===== src/rtl/ipres_pkg.sv =====
// Shared types for the interrupt presenter register front-end.
// Assumes a 32-bit data path and word offsets taken from address bits [11:2].
package ipres_pkg;

    // Operation selected by offset, width and direction
    typedef enum logic [3:0] {
        OP_BAD,
        OP_RD_POLL,
        OP_RD_POLL_HI,
        OP_RD_ACCEPT,
        OP_RD_IPI,
        OP_RD_LINK,
        OP_WR_EOI,
        OP_WR_CPPR,
        OP_WR_IPI,
        OP_WR_LINK
    } op_e;

    // Access sequencer states
    typedef enum logic [1:0] {
        ST_IDLE,
        ST_WAIT,
        ST_RESP
    } state_e;

    localparam int unsigned DATA_W = 32;

endpackage


===== src/rtl/ipres_decode.sv =====
// Combinational access decoder.
// Maps address, size and direction to one operation and a link index.
// Assumes legal accesses start on lane 0; word accesses need size 4, byte accesses size 1.
module ipres_decode
    import ipres_pkg::*;
#(
    parameter int unsigned ADDR_W    = 12,
    parameter int unsigned SIZE_W    = 3,
    parameter int unsigned LINK_N    = 3,
    parameter int unsigned LINK_BASE = 4,
    localparam int unsigned IDX_W    = ADDR_W - 2,
    localparam int unsigned LIDX_W   = (LINK_N > 1) ? $clog2(LINK_N) : 1
) (
    input  logic [ADDR_W-1:0] addr,
    input  logic [SIZE_W-1:0] size,
    input  logic              we,
    output op_e               op,
    output logic [LIDX_W-1:0] link_idx
);

    localparam logic [IDX_W-1:0] IDX_POLL  = IDX_W'(0);
    localparam logic [IDX_W-1:0] IDX_PEND  = IDX_W'(1);
    localparam logic [IDX_W-1:0] IDX_IPI   = IDX_W'(3);
    localparam logic [IDX_W-1:0] IDX_LBASE = IDX_W'(LINK_BASE);
    localparam logic [IDX_W-1:0] IDX_LEND  = IDX_W'(LINK_BASE + LINK_N);

    logic [IDX_W-1:0] widx;
    logic [IDX_W-1:0] rel;
    logic             lane0;
    logic             is_byte;
    logic             is_word;

    // Classify width and lane, then pick the operation
    always_comb begin
        widx     = addr[ADDR_W-1:2];
        rel      = widx - IDX_LBASE;
        lane0    = (addr[1:0] == 2'b00);
        is_byte  = lane0 && (size == SIZE_W'(1));
        is_word  = lane0 && (size == SIZE_W'(4));
        op       = OP_BAD;
        link_idx = rel[LIDX_W-1:0];
        if (widx == IDX_POLL) begin
            if (!we && is_word)      op = OP_RD_POLL;
            else if (!we && is_byte) op = OP_RD_POLL_HI;
        end else if (widx == IDX_PEND) begin
            if (is_word)      op = we ? OP_WR_EOI  : OP_RD_ACCEPT;
            else if (is_byte) op = we ? OP_WR_CPPR : OP_RD_POLL_HI;
        end else if (widx == IDX_IPI) begin
            if (is_byte)      op = we ? OP_WR_IPI : OP_RD_IPI;
        end else if (widx >= IDX_LBASE && widx < IDX_LEND) begin
            if (is_word)      op = we ? OP_WR_LINK : OP_RD_LINK;
        end
    end

endmodule


===== src/rtl/ipres_links.sv =====
// Bank of plain 32-bit link registers.
// Written one at a time, read through a mux, and cleared by reset.
// Assumes the caller qualifies we with a legal decoded access.
module ipres_links
    import ipres_pkg::*;
#(
    parameter int unsigned LINK_N  = 3,
    localparam int unsigned LIDX_W = (LINK_N > 1) ? $clog2(LINK_N) : 1
) (
    input  logic              clk,
    input  logic              rst_n,
    input  logic              we,
    input  logic [LIDX_W-1:0] widx,
    input  logic [DATA_W-1:0] wdata,
    input  logic [LIDX_W-1:0] ridx,
    output logic [DATA_W-1:0] rdata
);

    logic [DATA_W-1:0] q [LINK_N];

    for (genvar i = 0; i < LINK_N; i++) begin : g_reg
        // Hold one link value
        always_ff @(posedge clk) begin
            if (!rst_n)                               q[i] <= '0;
            else if (we && widx == LIDX_W'(i))        q[i] <= wdata;
        end

        AST_LINK_TAKES_WRITE: assert property (@(posedge clk) disable iff (!rst_n)
            (we && widx == LIDX_W'(i)) |=> (q[i] == $past(wdata)));
        AST_LINK_KEEPS_VALUE: assert property (@(posedge clk) disable iff (!rst_n)
            !we |=> $stable(q[i]));
    end

    // Select the addressed link for reading
    always_comb begin
        rdata = '0;
        for (int i = 0; i < LINK_N; i++)
            if (ridx == LIDX_W'(i)) rdata = q[i];
    end

endmodule


===== src/rtl/ipres_regfront.sv =====
// Register front-end for one interrupt presenter thread.
// Decodes each bus access, answers it with a registered one-cycle bus_ack, and drives the
// matching core command strobe or error pulse in that same cycle.
// Assumes bus_req is held until bus_ack and dropped before the following cycle ends, and
// that the core answers each acc_req with one acc_ack.
module ipres_regfront
    import ipres_pkg::*;
#(
    parameter int unsigned ADDR_W    = 12,
    parameter int unsigned SIZE_W    = 3,
    parameter int unsigned LINK_N    = 3,
    parameter int unsigned LINK_BASE = 4,
    parameter int unsigned PRIO_W    = 8
) (
    input  logic              clk,
    input  logic              rst_n,
    input  logic              bus_req,
    input  logic              bus_we,
    input  logic [ADDR_W-1:0] bus_addr,
    input  logic [SIZE_W-1:0] bus_size,
    input  logic [31:0]       bus_wdata,
    output logic              bus_ack,
    output logic [31:0]       bus_rdata,
    output logic              err_stb,
    output logic [ADDR_W-1:0] err_off,
    output logic [SIZE_W-1:0] err_size,
    input  logic [31:0]       core_poll,
    input  logic [PRIO_W-1:0] core_ipi,
    output logic              acc_req,
    input  logic              acc_ack,
    input  logic [31:0]       acc_word,
    output logic              eoi_stb,
    output logic [31:0]       eoi_val,
    output logic              cppr_stb,
    output logic [PRIO_W-1:0] cppr_val,
    output logic              ipi_stb,
    output logic [PRIO_W-1:0] ipi_val
);

    localparam int unsigned LIDX_W = (LINK_N > 1) ? $clog2(LINK_N) : 1;

    op_e               op;
    logic [LIDX_W-1:0] link_idx;
    logic [31:0]       link_rdata;
    logic              start;
    logic              link_we;
    state_e            state;
    logic              we_q;

    ipres_decode #(
        .ADDR_W(ADDR_W), .SIZE_W(SIZE_W), .LINK_N(LINK_N), .LINK_BASE(LINK_BASE)
    ) u_decode (
        .addr(bus_addr), .size(bus_size), .we(bus_we), .op(op), .link_idx(link_idx)
    );

    ipres_links #(.LINK_N(LINK_N)) u_links (
        .clk(clk), .rst_n(rst_n), .we(link_we), .widx(link_idx),
        .wdata(bus_wdata), .ridx(link_idx), .rdata(link_rdata)
    );

    // A new access is taken only while idle
    always_comb begin
        start   = bus_req && (state == ST_IDLE);
        link_we = start && (op == OP_WR_LINK);
    end

    // Sequence each access and register its response and strobes
    always_ff @(posedge clk) begin
        if (!rst_n) begin
            state     <= ST_IDLE;
            bus_ack   <= 1'b0;
            bus_rdata <= '0;
            acc_req   <= 1'b0;
            eoi_stb   <= 1'b0;
            cppr_stb  <= 1'b0;
            ipi_stb   <= 1'b0;
            err_stb   <= 1'b0;
            eoi_val   <= '0;
            cppr_val  <= '0;
            ipi_val   <= '0;
            err_off   <= '0;
            err_size  <= '0;
            we_q      <= 1'b0;
        end else begin
            bus_ack  <= 1'b0;
            acc_req  <= 1'b0;
            eoi_stb  <= 1'b0;
            cppr_stb <= 1'b0;
            ipi_stb  <= 1'b0;
            err_stb  <= 1'b0;
            case (state)
                ST_IDLE: begin
                    if (start) begin
                        we_q      <= bus_we;
                        bus_rdata <= '0;
                        if (op == OP_RD_ACCEPT) begin
                            acc_req <= 1'b1;
                            state   <= ST_WAIT;
                        end else begin
                            bus_ack <= 1'b1;
                            state   <= ST_RESP;
                            case (op)
                                OP_RD_POLL:    bus_rdata <= core_poll;
                                OP_RD_POLL_HI: bus_rdata <= {24'h0, core_poll[31:24]};
                                OP_RD_IPI:     bus_rdata <= 32'(core_ipi);
                                OP_RD_LINK:    bus_rdata <= link_rdata;
                                OP_WR_EOI: begin
                                    eoi_stb <= 1'b1;
                                    eoi_val <= bus_wdata;
                                end
                                OP_WR_CPPR: begin
                                    cppr_stb <= 1'b1;
                                    cppr_val <= bus_wdata[PRIO_W-1:0];
                                end
                                OP_WR_IPI: begin
                                    ipi_stb <= 1'b1;
                                    ipi_val <= bus_wdata[PRIO_W-1:0];
                                end
                                OP_BAD: begin
                                    err_stb   <= 1'b1;
                                    err_off   <= bus_addr;
                                    err_size  <= bus_size;
                                    bus_rdata <= bus_we ? 32'h0 : 32'hFFFF_FFFF;
                                end
                                default: ;
                            endcase
                        end
                    end
                end
                ST_WAIT: begin
                    if (acc_ack) begin
                        bus_rdata <= acc_word;
                        bus_ack   <= 1'b1;
                        state     <= ST_RESP;
                    end
                end
                default: state <= ST_IDLE;
            endcase
        end
    end

    AST_ACK_SINGLE: assert property (@(posedge clk) disable iff (!rst_n)
        bus_ack |=> !bus_ack);
    AST_STB_EXCLUSIVE: assert property (@(posedge clk) disable iff (!rst_n)
        $onehot0({eoi_stb, cppr_stb, ipi_stb, err_stb}));
    AST_STB_WITH_ACK: assert property (@(posedge clk) disable iff (!rst_n)
        (eoi_stb || cppr_stb || ipi_stb || err_stb) |-> bus_ack);
    AST_ACC_SINGLE: assert property (@(posedge clk) disable iff (!rst_n)
        acc_req |=> (!acc_req && !bus_ack));
    AST_BAD_READ_ONES: assert property (@(posedge clk) disable iff (!rst_n)
        (err_stb && !we_q) |-> (bus_rdata == 32'hFFFF_FFFF));
    AST_ACK_AFTER_REPLY: assert property (@(posedge clk) disable iff (!rst_n)
        (state == ST_WAIT && acc_ack) |=> (bus_ack && bus_rdata == $past(acc_word)));

endmodule


===== config.mk =====
export PLATFORM = sky130hd
export DESIGN_NAME = ipres_regfront
export DESIGN_NICKNAME = d
export VERILOG_FILES = /design/src/rtl/ipres_pkg.sv /design/src/rtl/ipres_decode.sv /design/src/rtl/ipres_links.sv /design/src/rtl/ipres_regfront.sv
export SDC_FILE = /design/constraint.sdc
export NUM_CORES = 1
export LEC_CHECK = 0
export BUFFER_PORTS_ARGS = -buffer_cell sky130_fd_sc_hd__buf_2
export CAP_MARGIN = 30
export CELL_PAD_IN_SITES_DETAIL_PLACEMENT = 0
export CELL_PAD_IN_SITES_GLOBAL_PLACEMENT = 1
export CORE_ASPECT_RATIO = 0.7
export CORE_MARGIN = 3
export CORE_UTILIZATION = 44
export CTS_CLUSTER_SIZE = 20
export DETAILED_ROUTE_END_ITERATION = 10
export GPL_TIMING_DRIVEN = 0
export PLACE_DENSITY = 0.95
export SLEW_MARGIN = 20
export SYNTH_ARGS = -nofsm -noshare
export SYNTH_HDL_FRONTEND = slang
export SYNTH_SLANG_ARGS = --single-unit

===== constraint.sdc =====
create_clock -name clk -period 12.69 [get_ports clk]
set_input_delay 2.538 -clock clk [delete_from_list [all_inputs] [get_ports clk]]
set_output_delay 2.538 -clock clk [all_outputs]
set_load 0.02 [all_outputs]

==> flow_summary.json <==
{
  "period_share": 0.389,
  "std_cell_rows": 43,
  "powerDensity_nw_per_um2": 122,
  "die-area_um2": 22200,
  "grt_max_degree": 23,
  "post_cts_resized": 0,
  "peakVddDrop_uv": 87.7,
  "multi_input_area_um2": 3780,
  "seqCellArea_um2": 4940,
  "reg2reg_depth": 6,
  "status": "completed",
  "rsz0062_at_grt": "no",
  "post-route-min-period_ns": 4.94,
  "fin_util": 0.556,
  "ios": 225,
  "synth_cell_type_count": 56,
  "hold_viol": 0,
  "tritoncts": "yes",
  "yosysWarnings": 0,
  "vias": 7893,
  "worst_pin_slew_ns": 0.958,
  "core_um2": 20000,
  "place.gp.congestion": 0.896,
  "holdBufCountCts": 0,
  "p_leak_nw": 4.56,
  "avgSynthCellArea_um2": 10.1,
  "grt_use_total": 0.250,
  "cts_buffers": 17,
  "p_switching_w": 0.000357,
  "post_cts_buffers": 0,
  "hold-path-cell-count": 2,
  "n_antenna_cell": 0,
  "cp-end-kind": "register",
  "viasPerCell": 5.57,
  "netlist_instances": 891,
  "crit_type": "in2reg",
  "synth_top_cell_area_share": 0.320,
  "clkLatencyLatePin_ns": 0.44,
  "maxSlewViolCount": 0,
  "switching_share": 0.264,
  "reg2reg_to": "u_links.q[0][9]$_SDFFCE_PN0P_",
  "startpoint_type": "input pin",
  "seqPwrFrac": 0.518,
  "cts.path.max_buffers": 2,
  "finalSetupViolations": 0,
  "areaGrowthSynthToFinish_pct": 23.4,
  "root_buffer": "clkbuf_16",
  "pwr-share-clk": 0.382,
  "intPower_w": 0.000997,
  "h-tree-depth": 4,
  "wirelength_um": 28200,
  "timing.fmax_ghz": 0.203,
  "hold_path.class": "reg2reg",
  "die_x_um": 177,
  "nets": 1259,
  "final_layout_size_suffix_gt1_frac": 0.254,
  "drc": 0,
  "antenna_found_initial": 1,
  "postRouteAntennaNets": 0,
  "path_clk_slew_ns": 0.07,
  "syn_nets": 1015,
  "start_util": 0.451,
  "required_ns": 12.99,
  "synthFlopType": "dfxtp_1",
  "ys_ff_latch": 199,
  "maxCapViolCount": 0,
  "n_fill_cell": 1809,
  "grt_pass1_wl_um": 42700,
  "cp_max_fo": 10,
  "synth_edf_count": 96,
  "port_buffers": 221,
  "seq_area_frac_synth": 0.549,
  "netlist_area_um2": 9000,
  "grt_pass1_vias": 7403,
  "setup_tns_ns": 0,
  "yosys-top-cells-area": "edfxtp_1 32%, dfxtp_1 23%, and2_1 7.0%",
  "wl_per_cell_um": 19.9,
  "synth_area_leader_cell": "edfxtp_1",
  "die_h_um": 126,
  "cts.sinks": 199,
  "async_flop_share": 0,
  "overflow": 0,
  "p_comb_frac": 0.100,
  "hold_path.startpoint": "eoi_val[1]$_SDFFE_PN0P_",
  "drt_pass1_iterations": 5,
  "cp.arrival_ns": 5.24,
  "hpwl_um": 21200,
  "dr.first_iter.drc_count": 760,
  "hold_path_end": "eoi_val[1]$_SDFFE_PN0P_",
  "slew_headroom": 0.361,
  "skew_ns": 0.0124,
  "r2r-start": "state[0]$_SDFFE_PN0P_",
  "rrSetupSlack_ns": 9.70,
  "p_total_w": 0.00135
}
==> power by group through the flow <==
stage	Sequential (W)	Clock [W]	Combinational (W)
CTS	0.000701	0.000519	0.000135
global placement	0.000716	0	0.000129
finish	0.000701	0.000517	0.000136
floorplan	0.000729	0	0.0000540
global route	0.000703	0.000547	0.000146
detailed placement	0.000715	0	0.000135
==> registers in the layout, indices dropped and copies added (netlist names), 2 cells and up <==
name and flops:
bus_rdata 32, cppr_val 8, eoi_val 32, err_off 12, err_size 3, ipi_val 8
state 2, u_links.q 96
==> through the flow <==
step	cell area, um2	setup slack, ns	hold WS (ns)	instances
floorplan	9000	6.27	0.481	891
global placement	10400	4.53	0.439	1382
detailed placement	10600	7.31	0.443	1386
CTS	11100	7.74	0.453	1418
global route	11100	7.51	0.480	1418
finish	11100	7.75	0.453	1418
==> worst max-delay path, stage by stage <==
cell and delay, ns:
buf_2 0.16, nand4b_1 0.18, o22ai_1 0.46, nand3_1 0.51
nor4_1 0.72, clkbuf_1 0.46, and2_1 0.20
==> cell type report <==
cell class / count / area share
clock buffer: 18 / 0.0386
tap: 270 / 0.0304
multi-input combinational: 621 / 0.340
buffer: 67 / 0.0260
timing repair buffer: 225 / 0.107
clock inverter: 14 / 0.0106
inverter: 4 / 0.00135
sequential: 199 / 0.445
==> worst max path at each step <==
stage           startpoint                              to  depth (start not counted)
3_3_place_gp   bus_addr[7]  u_links.q[0][19]$_SDFFCE_PN0P_                          6
3_5_place_dp   bus_addr[7]        eoi_val[12]$_SDFFE_PN0P_                          9
2_1_floorplan  bus_addr[3]   u_links.q[0][0]$_SDFFCE_PN0P_                          5
4_1_cts        bus_addr[7]        eoi_val[12]$_SDFFE_PN0P_                          9
6_report       bus_size[2]   u_links.q[0][9]$_SDFFCE_PN0P_                          7
5_1_grt        bus_addr[3]   u_links.q[0][8]$_SDFFCE_PN0P_                          7
==> cell usage in the layout (no fill, tap or decap), drive strengths merged, types with 2 or more instances in the layout <==
master | synthesis | routed
nand4b | 3 | 3
a211oi | 54 | 54
edfxtp | 96 | 96
dfxtp | 103 | 103
inv | 4 | 10
and3 | 8 | 8
clkinvlp | 0 | 2
a32o | 3 | 3
nand2 | 106 | 106
nor4 | 4 | 4
and2 | 101 | 101
o21ai | 60 | 60
clkbuf | 45 | 63
nor2 | 74 | 74
a21oi | 71 | 71
a311o | 4 | 4
nor3 | 17 | 17
a221o | 3 | 3
nor2b | 2 | 2
nand3b | 2 | 2
o31a | 3 | 3
a2111oi | 2 | 2
mux2i | 63 | 63
o211ai | 3 | 3
clkinv | 0 | 6
buf | 22 | 247
nand3 | 5 | 5
nand2b | 5 | 5
or3 | 3 | 3
a31oi | 8 | 8
==> routing by layer <==
layer / share of wire / global-route usage / vias up
met1: 0.48 / 0.383 / 3765
li1: - / - / 3675
met5: 0.00035 / 0 / -
met2: 0.41 / 0.350 / 408
met3: 0.10 / 0.0651 / 43
met4: 0.016 / 0.0628 / 2
==> Yosys cell counts (14+ instances only) <==
cell type	instances
clkbuf_1	45
nand2_1	106
nor2_1	74
mux2i_1	63
edfxtp_1	96
and2_1	101
nor3_1	14
dfxtp_1	103
o21ai_0	58
a211oi_1	54
buf_2	15
a21oi_1	70
==> cell families after synthesis <==
kind of cell / synth area share
flops: 0.549
simple gates: 0.185
xor+xnor: 0.000973
compound gates: 0.161
mux: 0.0700
buf+inv: 0.0338
Note: power is estimated with default switching activity, not from simulation.
